--- src/rtl/memcfg_pkg.sv ---
package memcfg_pkg;
  localparam int MAX_BANKS = 4;
  localparam int DATA_W    = 32;
  localparam int BASE_W    = 11;
  localparam int SIZE_W    = 10;

  // direct bus register numbers
  localparam int NUM_IDX   = 'h010;
  localparam int NUM_DATA  = 'h011;
  localparam int NUM_BANK0 = 'h040;

  // indirect indices
  localparam logic [DATA_W-1:0] IX_OPTION = 32'h21;
  localparam logic [DATA_W-1:0] IX_STAT_A = 32'h14;
  localparam logic [DATA_W-1:0] IX_STAT_B = 32'h1F;
  localparam logic [DATA_W-1:0] IX_BCFG   = 32'h40;
  localparam logic [DATA_W-1:0] IX_DLL    = 32'h7A;

  localparam logic [DATA_W-1:0] VAL_READY = 32'h8000_0000;
  localparam logic [DATA_W-1:0] VAL_BCFG  = 32'h0000_8001;
  localparam logic [DATA_W-1:0] VAL_DLL   = 32'h0200_0000;

  localparam int EN_BIT = 27;

  function automatic logic [DATA_W-1:0] bank_word(logic [BASE_W-1:0] base_u,
                                                  logic [SIZE_W-1:0] size_u);
    logic [DATA_W-1:0] w;
    logic [SIZE_W:0]   span;
    w = '0;
    if (size_u != '0) begin
      span     = (SIZE_W+1)'(1 << SIZE_W) - {1'b0, size_u};
      w[31:21] = base_u;
      w[15:6]  = span[SIZE_W-1:0];
      w[0]     = 1'b1;
    end
    return w;
  endfunction
endpackage

--- src/rtl/memcfg_bank_words.sv ---
module memcfg_bank_words
  import memcfg_pkg::*;
#(
  parameter int NUM_BANKS = 4,
  parameter logic [MAX_BANKS*BASE_W-1:0] BASES = '0,
  parameter logic [MAX_BANKS*SIZE_W-1:0] SIZES = '0
) (
  output logic [DATA_W-1:0]    words [MAX_BANKS],
  output logic [MAX_BANKS-1:0] populated
);
  for (genvar i = 0; i < MAX_BANKS; i++) begin : g_bank
    localparam logic [BASE_W-1:0] B = BASES[i*BASE_W +: BASE_W];
    localparam logic [SIZE_W-1:0] S = SIZES[i*SIZE_W +: SIZE_W];
    if (i < NUM_BANKS && S != '0) begin : g_pop
      assign words[i]     = bank_word(B, S);
      assign populated[i] = 1'b1;
    end else begin : g_empty
      assign words[i]     = '0;
      assign populated[i] = 1'b0;
    end
  end
endmodule

--- src/rtl/memcfg_opt_reg.sv ---
module memcfg_opt_reg
  import memcfg_pkg::*;
(
  input  logic                 clk,
  input  logic                 rst_n,
  input  logic                 opt_wr,
  input  logic                 en_in,
  input  logic [MAX_BANKS-1:0] populated,
  output logic                 en_q,
  output logic [MAX_BANKS-1:0] map_p,
  output logic [MAX_BANKS-1:0] unmap_p
);
  logic rise, fall;
  assign rise = opt_wr &&  en_in && !en_q;
  assign fall = opt_wr && !en_in &&  en_q;

  always_ff @(posedge clk) begin
    if (!rst_n) begin
      en_q    <= 1'b0;
      map_p   <= '0;
      unmap_p <= '0;
    end else begin
      if (opt_wr) en_q <= en_in;
      map_p   <= rise ? populated : '0;
      unmap_p <= fall ? populated : '0;
    end
  end
endmodule

--- src/rtl/memcfg_read_mux.sv ---
module memcfg_read_mux
  import memcfg_pkg::*;
#(
  parameter int BUS_NUM_W = 10
) (
  input  logic [BUS_NUM_W-1:0] num,
  input  logic [DATA_W-1:0]    idx,
  input  logic                 en_q,
  input  logic [DATA_W-1:0]    words [MAX_BANKS],
  output logic [DATA_W-1:0]    data
);
  logic [DATA_W-1:0] ind;

  always_comb begin
    ind = '0;
    unique case (idx)
      IX_STAT_A, IX_STAT_B: ind = VAL_READY;
      IX_OPTION:            ind[EN_BIT] = en_q;
      IX_BCFG:              ind = VAL_BCFG;
      IX_DLL:               ind = VAL_DLL;
      default:              ind = '0;
    endcase
  end

  always_comb begin
    data = '0;
    if (num == BUS_NUM_W'(NUM_IDX))
      data = idx;
    else if (num == BUS_NUM_W'(NUM_DATA))
      data = ind;
    else if (num >= BUS_NUM_W'(NUM_BANK0) && num < BUS_NUM_W'(NUM_BANK0 + MAX_BANKS))
      data = words[num[1:0]];
  end
endmodule

--- src/rtl/memcfg_regs.sv ---
module memcfg_regs
  import memcfg_pkg::*;
#(
  parameter int BUS_NUM_W = 10,
  parameter int NUM_BANKS = 4,
  parameter logic [MAX_BANKS*BASE_W-1:0] BANK_BASE_U = {11'd0, 11'd96, 11'd64, 11'd0},
  parameter logic [MAX_BANKS*SIZE_W-1:0] BANK_SIZE_U = {10'd0, 10'd8, 10'd32, 10'd64}
) (
  input  logic                 clk,
  input  logic                 rst_n,
  input  logic                 bus_rd,
  input  logic                 bus_wr,
  input  logic [BUS_NUM_W-1:0] bus_num,
  input  logic [31:0]          bus_wdata,
  output logic [31:0]          rdata,
  output logic                 rvalid,
  output logic [3:0]           bank_map,
  output logic [3:0]           bank_unmap
);
  logic [DATA_W-1:0]    idx_q;
  logic [DATA_W-1:0]    words [MAX_BANKS];
  logic [MAX_BANKS-1:0] populated;
  logic                 en_q;
  logic                 opt_wr;
  logic [DATA_W-1:0]    rd_next;

  assign opt_wr = bus_wr && bus_num == BUS_NUM_W'(NUM_DATA) && idx_q == IX_OPTION;

  always_ff @(posedge clk) begin
    if (!rst_n) idx_q <= '0;
    else if (bus_wr && bus_num == BUS_NUM_W'(NUM_IDX)) idx_q <= bus_wdata;
  end

  memcfg_bank_words #(
    .NUM_BANKS(NUM_BANKS), .BASES(BANK_BASE_U), .SIZES(BANK_SIZE_U)
  ) u_words (
    .words(words), .populated(populated)
  );

  memcfg_opt_reg u_opt (
    .clk(clk), .rst_n(rst_n), .opt_wr(opt_wr), .en_in(bus_wdata[EN_BIT]),
    .populated(populated), .en_q(en_q), .map_p(bank_map), .unmap_p(bank_unmap)
  );

  memcfg_read_mux #(.BUS_NUM_W(BUS_NUM_W)) u_mux (
    .num(bus_num), .idx(idx_q), .en_q(en_q), .words(words), .data(rd_next)
  );

  always_ff @(posedge clk) begin
    if (!rst_n) begin
      rvalid <= 1'b0;
      rdata  <= '0;
    end else begin
      rvalid <= bus_rd;
      rdata  <= bus_rd ? rd_next : '0;
    end
  end
endmodule

--- config.mk ---
export PLATFORM = sky130hd
export DESIGN_NAME = memcfg_regs
export DESIGN_NICKNAME = d
export VERILOG_FILES = /design/src/rtl/memcfg_pkg.sv /design/src/rtl/memcfg_bank_words.sv /design/src/rtl/memcfg_opt_reg.sv /design/src/rtl/memcfg_read_mux.sv /design/src/rtl/memcfg_regs.sv
export SDC_FILE = /design/constraint.sdc
export NUM_CORES = 1
export LEC_CHECK = 0
export ABC_AREA = 1
export BUFFER_PORTS_ARGS = -buffer_cell sky130_fd_sc_hd__buf_2
export CAP_MARGIN = 15
export CORE_ASPECT_RATIO = 1.75
export CORE_MARGIN = 5
export CORE_UTILIZATION = 41
export DETAILED_ROUTE_END_ITERATION = 7
export PLACE_DENSITY = 0.67
export RECOVER_POWER = 100
export SLEW_MARGIN = 20
export SYNTH_ARGS = -nofsm -noshare
export SYNTH_HDL_FRONTEND = slang
export SYNTH_HIERARCHICAL = 1
export SYNTH_SLANG_ARGS = --single-unit
--- constraint.sdc ---
create_clock -name clk -period 3.4 [get_ports clk]
set_clock_uncertainty 0.05 [all_clocks]
set_input_delay 0.17 -clock clk [delete_from_list [all_inputs] [get_ports clk]]
set_output_delay 0.17 -clock clk [all_outputs]
set_load 0.005 [all_outputs]
==> metrics.csv, run 1 <==
metric,value,unit
clockBufferDepth,2,
ir_drop,0.221,mV
netlist_area,5550,um2
cp-end-kind,flip-flop,
synth_cell_types,28,
cts_tree,done,
die_area,16100,um2
first_global_vias,4371,
ioPinCount,87,
drt_iter0_drc,154,
final-setup-viol-count,0,
swShare,27.0,%
rsz0062_at_grt,false,
finalNetCount,978,
critical_path_class,in -> reg,
die_x,98.0,um
r2r_slack,1820,ps
ys_ff_latch,74,
synth_warnings,6,
avgSynthCellArea,6.34,um2
post_cts_resized,0,
p_leak,2.77,nW
synth_top_area_share,26.7,%
hold_end,idx_q[26],
timing.final.crit_period,2010,ps
rows,56,
grt_pass1_wl,19900,um
crit_fanout,35,
synth_area_leaders,"dfxtp_1 (27%), buf_4 (19%), nand2_1 (11%), nor2_1 (9.2%), inv_1 (7.4%)",
timing.fmax,0.498,GHz
clock_sinks,74,
ff_latch_area,1480,um2
cts_setup_buffers,0,
power_frac_seq,43.9,%
slew_headroom,24.5,%
viasPerCell,4.22,
wl_per_cell,10.8,um
worstPathArrival,2210,ps
seq_area_frac_synth,26.7,%
via_count,4697,
power_switching,0.000533,W
fp.dieH,164,um
start_kind,primary input,
r2r_end,u_opt/map_p[0],
grt_max_degree,65,
drtAntennaViolNets,0,
critPathRequiredTime,3600,ps
finalHoldViolations,0,
hold_depth,5,
p_clk_share,46.0,%
port-buffer-count,86,
powerDensity,347,nW/um2
setup_tns,0,ps
cts_buffers,9,
cts-hold-fix-buffers,0,
status,"complete, no violations",
drc,0,
drive_gt1_share,10.9,%
gp_congestion,0.860,
detailedRoute.firstPassIterationCount,6,
synthCells,875,
h-tree-depth,3,
dpl_cell_area,5460,um2
reg2reg_from,idx_q[5],
cts_root_buf,clkbuf_16,
path_clk_slew,60,ps
fill_cells,1510,
routed_wl,12100,um
hpwl,9190,um
tightest_slew,1130,ps
grt_overflow_total,0,
hold_class,in -> reg,
drv_slew,0,
fp.coreArea,13400,um2
clk_latency,330,ps
yosysTopAreaCell,dfxtp_1,
finalCritPeriodShare,59.0,%
antenna_found_initial,2,
area_growth,2.70,%
initial_core_util,41.5,%
multi_input_area,2850,um2
combPwrFrac,10.1,%
drv_cap,0,
power.internal,0.00144,W
grt.total_usage,15.2,%
hold_start,bus_wdata[26],
reg2reg_depth,8,
finish.instance_area,5700,um2
## power groups by stage
stage | Sequential [W] | Combinational (W) | Clock (W)
floorplan | 0.000888 | 0.000261 | 0
global placement | 0.000888 | 0.000200 | 0
detailed placement | 0.000888 | 0.000201 | 0
CTS | 0.000868 | 0.000201 | 0.000940
global route | 0.000868 | 0.000236 | 0.000976
finish | 0.000868 | 0.000200 | 0.000909
## worst max-delay path: stages
cell,delay [ps]
buf_2,430
inv_4,250
nor2_1,520
buf_4,380
a22oi_1,90
o21ai_1,90
nand2_1,60
nand2_1,90
inv_1,40
nor2_1,80
## cell families (layout without fill, tap and decap cells)
| group | Yosys count | in the layout | synth area share, % |
|---|---|---|---|
| DFF | 74 | 74 | 26.7 |
| other | 2 | 133 | 0.135 |
| and+or+nand+nor | 380 | 380 | 29.5 |
| AOI/OAI and AO/OA | 131 | 131 | 13.2 |
| buffers and inverters | 288 | 220 | 30.5 |
## cells in the final DEF, fill, tap and decap left out
| cell | n |
|---|---|
| a21oi_1 | 34 |
| a22oi_1 | 31 |
| and2_1 | 2 |
| and2_2 | 1 |
| buf_1 | 2 |
| buf_2 | 61 |
| buf_4 | 4 |
| clkbuf_1 | 23 |
| clkbuf_16 | 9 |
| clkinv_1 | 1 |
| clkinv_4 | 1 |
| clkinvlp_4 | 2 |
| conb_1 | 132 |
| dfxtp_1 | 74 |
| diode_2 | 1 |
| inv_1 | 109 |
| inv_2 | 3 |
| inv_4 | 1 |
| inv_6 | 3 |
| inv_8 | 1 |
| nand2_1 | 159 |
| nand2_2 | 3 |
| nand3_1 | 43 |
| nand3_2 | 4 |
| nand4_1 | 8 |
| nor2_1 | 137 |
| nor2_2 | 4 |
| nor2_4 | 3 |
| nor2_8 | 1 |
| nor3_1 | 14 |
| nor4_4 | 1 |
| o21ai_0 | 36 |
| o21ai_1 | 30 |
## metrics by stage
stage | std cells | util, % | total power, W | worst slack [ps] | hold WS [ps]
2_1_floorplan | 1005 | - | 0.00115 | 2150 | 313
3_3_place_gp | 1095 | 40.8 | 0.00109 | 1310 | 436
3_5_place_dp | 1095 | 40.8 | 0.00109 | 1320 | 442
4_1_cts | 1111 | 42.9 | 0.00201 | 1680 | 88.7
5_1_grt | 1112 | 42.6 | 0.00208 | 1060 | 112
6_report | 1112 | 42.6 | 0.00198 | 1390 | 96.1
## registers in the layout, summed over array words and instances (netlist names)
register and cells:
idx_q 32, u_opt/map_p 4, u_opt/unmap_p 4, rvalid 1
rdata 32, u_opt/en_q 1
## area by class of cell
| type | count | area share [%] |
|---|---|---|
| clock buffer | 9 | 3.95 |
| multi-input combinational | 643 | 50.1 |
| antenna | 1 | 0.0439 |
| clock inverter | 7 | 1.08 |
| timing repair buffer | 90 | 7.53 |
| inverter | 114 | 7.55 |
| tap | 174 | 3.82 |
| sequential | 74 | 26.0 |
## per-layer routing
layer	track usage, %	wire [um]	up-vias
met4	7.75	395	2
met2	27.5	6190	105
met1	16.5	4890	1987
li1	-	-	2573
met5	0	13	-
met3	3.36	573	30
## worst max path at each step
stage | end | slack [ps] | cells after the start | startpoint
after detailed placement | rdata[11] | 1320 | 10 | bus_num[0]
after CTS | rdata[11] | 1680 | 10 | bus_num[0]
final | rdata[11] | 1390 | 10 | bus_num[0]
after floorplan | u_opt/map_p[0] | 2150 | 8 | bus_num[3]
after global placement | rdata[12] | 1310 | 10 | bus_num[0]
after global routing | rdata[12] | 1060 | 10 | bus_num[0]
## synthesized netlist by cell type
cell type,instances
nor2_8,1
buf_1,3
nand3_1,42
clkbuf_1,12
a22oi_1,31
conb_1,2
clkbuf_4,1
o21ai_0,33
nor2_2,4
buf_4,138
dfxtp_1,74
nor2_1,136
and2_1,3
o21ai_1,33
nor4_4,1
nand3_2,5
buf_2,10
inv_2,3
a21oi_1,34
nand2_2,3
nand2_1,159
inv_1,109
clkinv_1,1
buf_6,10
nor3_1,14
nor2_4,4
inv_4,1
nand4_1,8
(Power assumes the default switching activity.)
==> run 2, diff against run 1 <==
PLACE_DENSITY = 0.69   (was 0.67)
clock period = 1.6 ns   (was 3.4 ns; I/O delays follow)
==> run 2 against run 1 <==
Cell area rose by 3.8%. Via count increased by 1.5%. Wire length is 4.9% higher. Highest routed layer unchanged. Clock power increased by 140%. Utilization grew 1.6 points. Worst hold slack worse by 89 ps. Power is 130% higher. Count of clock-buffer cells in the layout grew 1. Global-route usage increased by 0.93 points. Sequential share of layout area down 0.93 points. Register-to-register slack worse by 1700 ps.
==> metrics.csv, run 2 (synthesis results as in run 1) <==
metric,value,unit
multi_input_area,2850,um2
fill_cells,1441,
cp-end-kind,flip-flop,
num_antenna_cells,0,
wl_per_cell,11.2,um
slowest_stage,dfxtp_1,
hold_class,in -> reg,
rsz0062_at_grt,false,
h-tree-depth,3,
ff_latch_area,1480,um2
fp.dieH,164,um
cts_setup_buffers,0,
antenna_found_initial,1,
area_growth,6.63,%
routed_wl,12700,um
hpwl,9690,um
first_global_vias,4482,
drt_iter0_drc,310,
largest_registers,"idx_q: 32 flops, rdata: 32 flops",
p_leak,2.83,nW
cts_buffers,9,
grt.total_usage,16.1,%
critPathMaxStageDelay,350,ps
path_clk_slew,60,ps
finalHoldViolations,0,
status,"complete, no violations",
drv_slew,0,
clock_sinks,74,
timing.fmax,0.686,GHz
finalCritPeriodShare,91.1,%
worstPathArrival,1650,ps
critical_path_class,reg -> reg,
slew_headroom,46.5,%
grt_overflow_total,0,
timing.final.crit_period,1460,ps
r2r_slack,140,ps
drc,0,
fp.coreArea,13400,um2
ir_drop,0.608,mV
drtAntennaViolNets,0,
path_common_cell,nand2_1,
finalNetCount,998,
ioPinCount,87,
tightest_slew,802,ps
die_area,16100,um2
critPathRequiredTime,1790,ps
rows,56,
start_kind,flip-flop,
initial_core_util,41.5,%
layout_setup_ws,142,ps
grt_max_degree,42,
setup_tns,0,ps
port-buffer-count,86,
cts_root_buf,clkbuf_16,
viasPerCell,4.21,
drive_gt1_share,11.5,%
final_common_cell,nand2_1,
final-setup-viol-count,0,
post-place-ws,78.1,ps
die_x,98.0,um
drv_cap,0,
final_cell_mix,"nand2_1 (159), nor2_1 (135), conb_1 (132)",
gp_congestion,0.886,
clockBufferDepth,2,
path_cells,inv_1 -> nand2_1 -> nor2_1 -> nand2_1 -> nor2_1 -> nand2_1 -> nor2_2 -> nand2_1 -> nand2_1 -> inv_1,
cts_tree,done,
fin_hold_ws,7.42,ps
clk_latency,340,ps
grt_pass1_wl,21100,um
powerDensity,753,nW/um2
via_count,4767,
crit_fanout,5,
detailedRoute.firstPassIterationCount,4,
==> run 2: metrics by stage <==
step                      instances  util (%)  area, um2  total power [W]
after global routing           1131      44.2       5920          0.00469
final                          1131      44.2       5920          0.00446
after global placement         1108      41.8       5590          0.00233
after floorplan                1005         -       6040          0.00244
after detailed placement       1108      41.8       5590          0.00234
after CTS                      1131      44.7       5980          0.00451
==> run 2: where the power goes <==
part | internal, W | switching [W]
combinational | 0.000171 | 0.000287
clock | 0.00137 | 0.000789
sequential | 0.00185 | 0.00000112
==> run 2: final timing paths <==
path                     end  depth (start not counted)          start
setup reg to reg  u_opt/en_q                         10       idx_q[7]
hold / removal     idx_q[11]                          5  bus_wdata[11]
hold reg to reg    idx_q[27]                          2      idx_q[27]
setup / recovery  u_opt/en_q                         10       idx_q[7]
==> run 2: critical path: cells and delay by family (launching register included) <==
kind,cells,cell delay [ps]
buffers and inverters,2,100
and+or+nand+nor,8,860
DFF,1,350
==> run 2: routing by layer <==
metal / GRT usage [%] / up-vias / routed length, um
li1: - / 2615 / -
met1: 18.2 / 2028 / 5160
met2: 29.5 / 95 / 6680
met3: 3.74 / 27 / 572
met4: 5.61 / 2 / 237
met5: 0 / - / 7
==> run 2: layout make-up <==
cell class / count / share of cell area [%]
sequential: 74 / 25.0
inverter: 114 / 7.27
multi-input combinational: 643 / 48.2
clock inverter: 6 / 1.54
timing repair buffer: 110 / 10.4
clock buffer: 10 / 3.87
tap: 174 / 3.68
==> run 2: repair_timing <==
item	4_1_cts	5_1_grt
endpoints found under the setup margin	0	8
endpoints found under the hold margin	7	0
hold buffers	7	0
gates resized for setup	0	7
==> run 3, diff against run 2 <==
CTS_BUF_LIST = sky130_fd_sc_hd__clkbuf_8   (was not set)
==> run 3 against run 2 <==
Setup slack lost 14 ps. Utilization increased by 0.79 points. Power shrank 11%. Die area stayed put. Worst hold slack hardly changed. Count of clock-buffer cells in the layout shrank 1. Cell count is 1.8% higher. Non-clock buffer count grew 20. Fmax shrank 0.93%. First-iteration DRC count down 13%. Via count rose by 1.5%.
==> metrics.csv, run 3 (synthesis results as in run 1) <==
metric,value,unit
status,"complete, no violations",
reg2reg_from,idx_q[11],
cts_root_buf,clkbuf_8,
worstPathArrival,1710,ps
h-tree-depth,3,
grt.total_usage,16.5,%
wl_per_cell,11.3,um
hold_start,bus_wdata[14],
port-buffer-count,86,
p_leak,2.87,nW
critPathRequiredTime,1840,ps
drive_gt1_share,11.5,%
hold_depth,5,
gp_congestion,0.886,
final_cell_mix,"nand2_1 (158), nor2_1 (136), conb_1 (132)",
r2r_slack,130,ps
initial_core_util,41.5,%
power_switching,0.00104,W
powerDensity,657,nW/um2
fp.dieH,164,um
viasPerCell,4.20,
timing.final.crit_period,1470,ps
cts_setup_buffers,0,
grt_overflow_total,0,
swShare,26.2,%
area_growth,8.52,%
timing.fmax,0.680,GHz
crit_fanout,5,
hold_end,idx_q[14],
cp-end-kind,flip-flop,
tightest_slew,803,ps
finalNetCount,1018,
final-setup-viol-count,0,
num_antenna_cells,0,
finalHoldViolations,0,
r2r_end,rdata[31],
hpwl,9690,um
cts_tree,done,
rsz0062_at_grt,true,
ioPinCount,87,
drv_cap,0,
path_common_cell,nor2_1,
combPwrFrac,12.6,%
drtAntennaViolNets,0,
first_global_vias,4584,
antenna_found_initial,1,
via_count,4839,
path_clk_slew,80,ps
drc,0,
power_frac_seq,46.6,%
slowest_stage,dfxtp_1,
reg2reg_depth,7,
fp.coreArea,13400,um2
clockBufferDepth,2,
setup_tns,0,ps
layout_setup_ws,128,ps
critical_path_class,reg -> reg,
cts_buffers,9,
ir_drop,0.508,mV
grt_max_degree,42,
rows,56,
p_clk_share,40.8,%
slew_headroom,46.4,%
finalCritPeriodShare,92.0,%
critPathMaxStageDelay,330,ps
detailedRoute.firstPassIterationCount,4,
largest_registers,"idx_q: 32 flops, rdata: 32 flops",
final_common_cell,nand2_1,
die_x,98.0,um
hold_class,in -> reg,
fin_util,45.0,%
start_kind,flip-flop,
clk_latency,370,ps
post-place-ws,78.1,ps
power.internal,0.00292,W
routed_wl,13000,um
die_area,16100,um2
drt_iter0_drc,270,
drv_slew,0,
grt_pass1_wl,21600,um
path_cells,nor2_1 -> nand4_1 -> nor3_2 -> nand2_1 -> nand3_2 -> inv_1 -> nor2_1,
clock_sinks,74,
run 3: worst max-delay path by stage:
stage          startpoint        endpoint  slack (ps)
5_1_grt          idx_q[7]  u_opt/map_p[0]         0.4
3_5_place_dp     idx_q[5]  u_opt/map_p[0]          80
2_1_floorplan    idx_q[5]  u_opt/map_p[0]         390
6_report        idx_q[11]       rdata[31]         130
4_1_cts          idx_q[5]  u_opt/map_p[0]          60
3_3_place_gp     idx_q[5]  u_opt/map_p[0]          60
run 3: power by group through the flow:
| stage | combinational (W) | clock (W) | sequential, W |
|---|---|---|---|
| final | 0.000499 | 0.00161 | 0.00184 |
| after global routing | 0.000577 | 0.00175 | 0.00184 |
| after CTS | 0.000500 | 0.00165 | 0.00184 |
| after detailed placement | 0.000449 | 0 | 0.00189 |
| after global placement | 0.000446 | 0 | 0.00189 |
| after floorplan | 0.000554 | 0 | 0.00189 |
run 3: routing by layer:
| metal | up-vias | GRT usage (%) | share of wire, % |
|---|---|---|---|
| met5 | - | 0 | 0.054 |
| met4 | 2 | 5.80 | 1.6 |
| met3 | 19 | 3.61 | 4.8 |
| met2 | 101 | 30.6 | 53 |
| met1 | 2067 | 18.4 | 40 |
| li1 | 2650 | - | - |
run 3: timing repair:
action                                  4_1_cts  5_1_grt
hold endpoints to repair                     27        0
hold buffers                                 27        0
gates resized for setup                       0        7
endpoints found under the setup margin        0        8
run 3: layout make-up:
| class | instances | area [um2] |
|---|---|---|
| Clock inverter | 7 | 95.1 |
| Inverter | 114 | 430 |
| Fill cell | 1423 | 7360 |
| Sequential cell | 74 | 1480 |
| Tap cell | 174 | 218 |
| Clock buffer | 9 | 124 |
| Timing Repair Buffer | 130 | 815 |
| Multi-Input combinational cell | 643 | 2860 |
run 3: per-stage QoR:
step	hold WS (ps)	total power, W	area [um2]	cells
after detailed placement	347	0.00234	5590	1108
final	7.77	0.00396	6020	1151
after global routing	25.5	0.00417	6020	1151
after CTS	1.07	0.00399	6080	1151
after floorplan	223	0.00244	6040	1005
after global placement	341	0.00233	5590	1108
run 3: critical path: cells and delay by family (launching register included):
| kind | cells | cell delay (ps) |
|---|---|---|
| flip-flops | 1 | 330 |
| buffers and inverters | 1 | 40 |
| AND/OR/NAND/NOR | 6 | 980 |
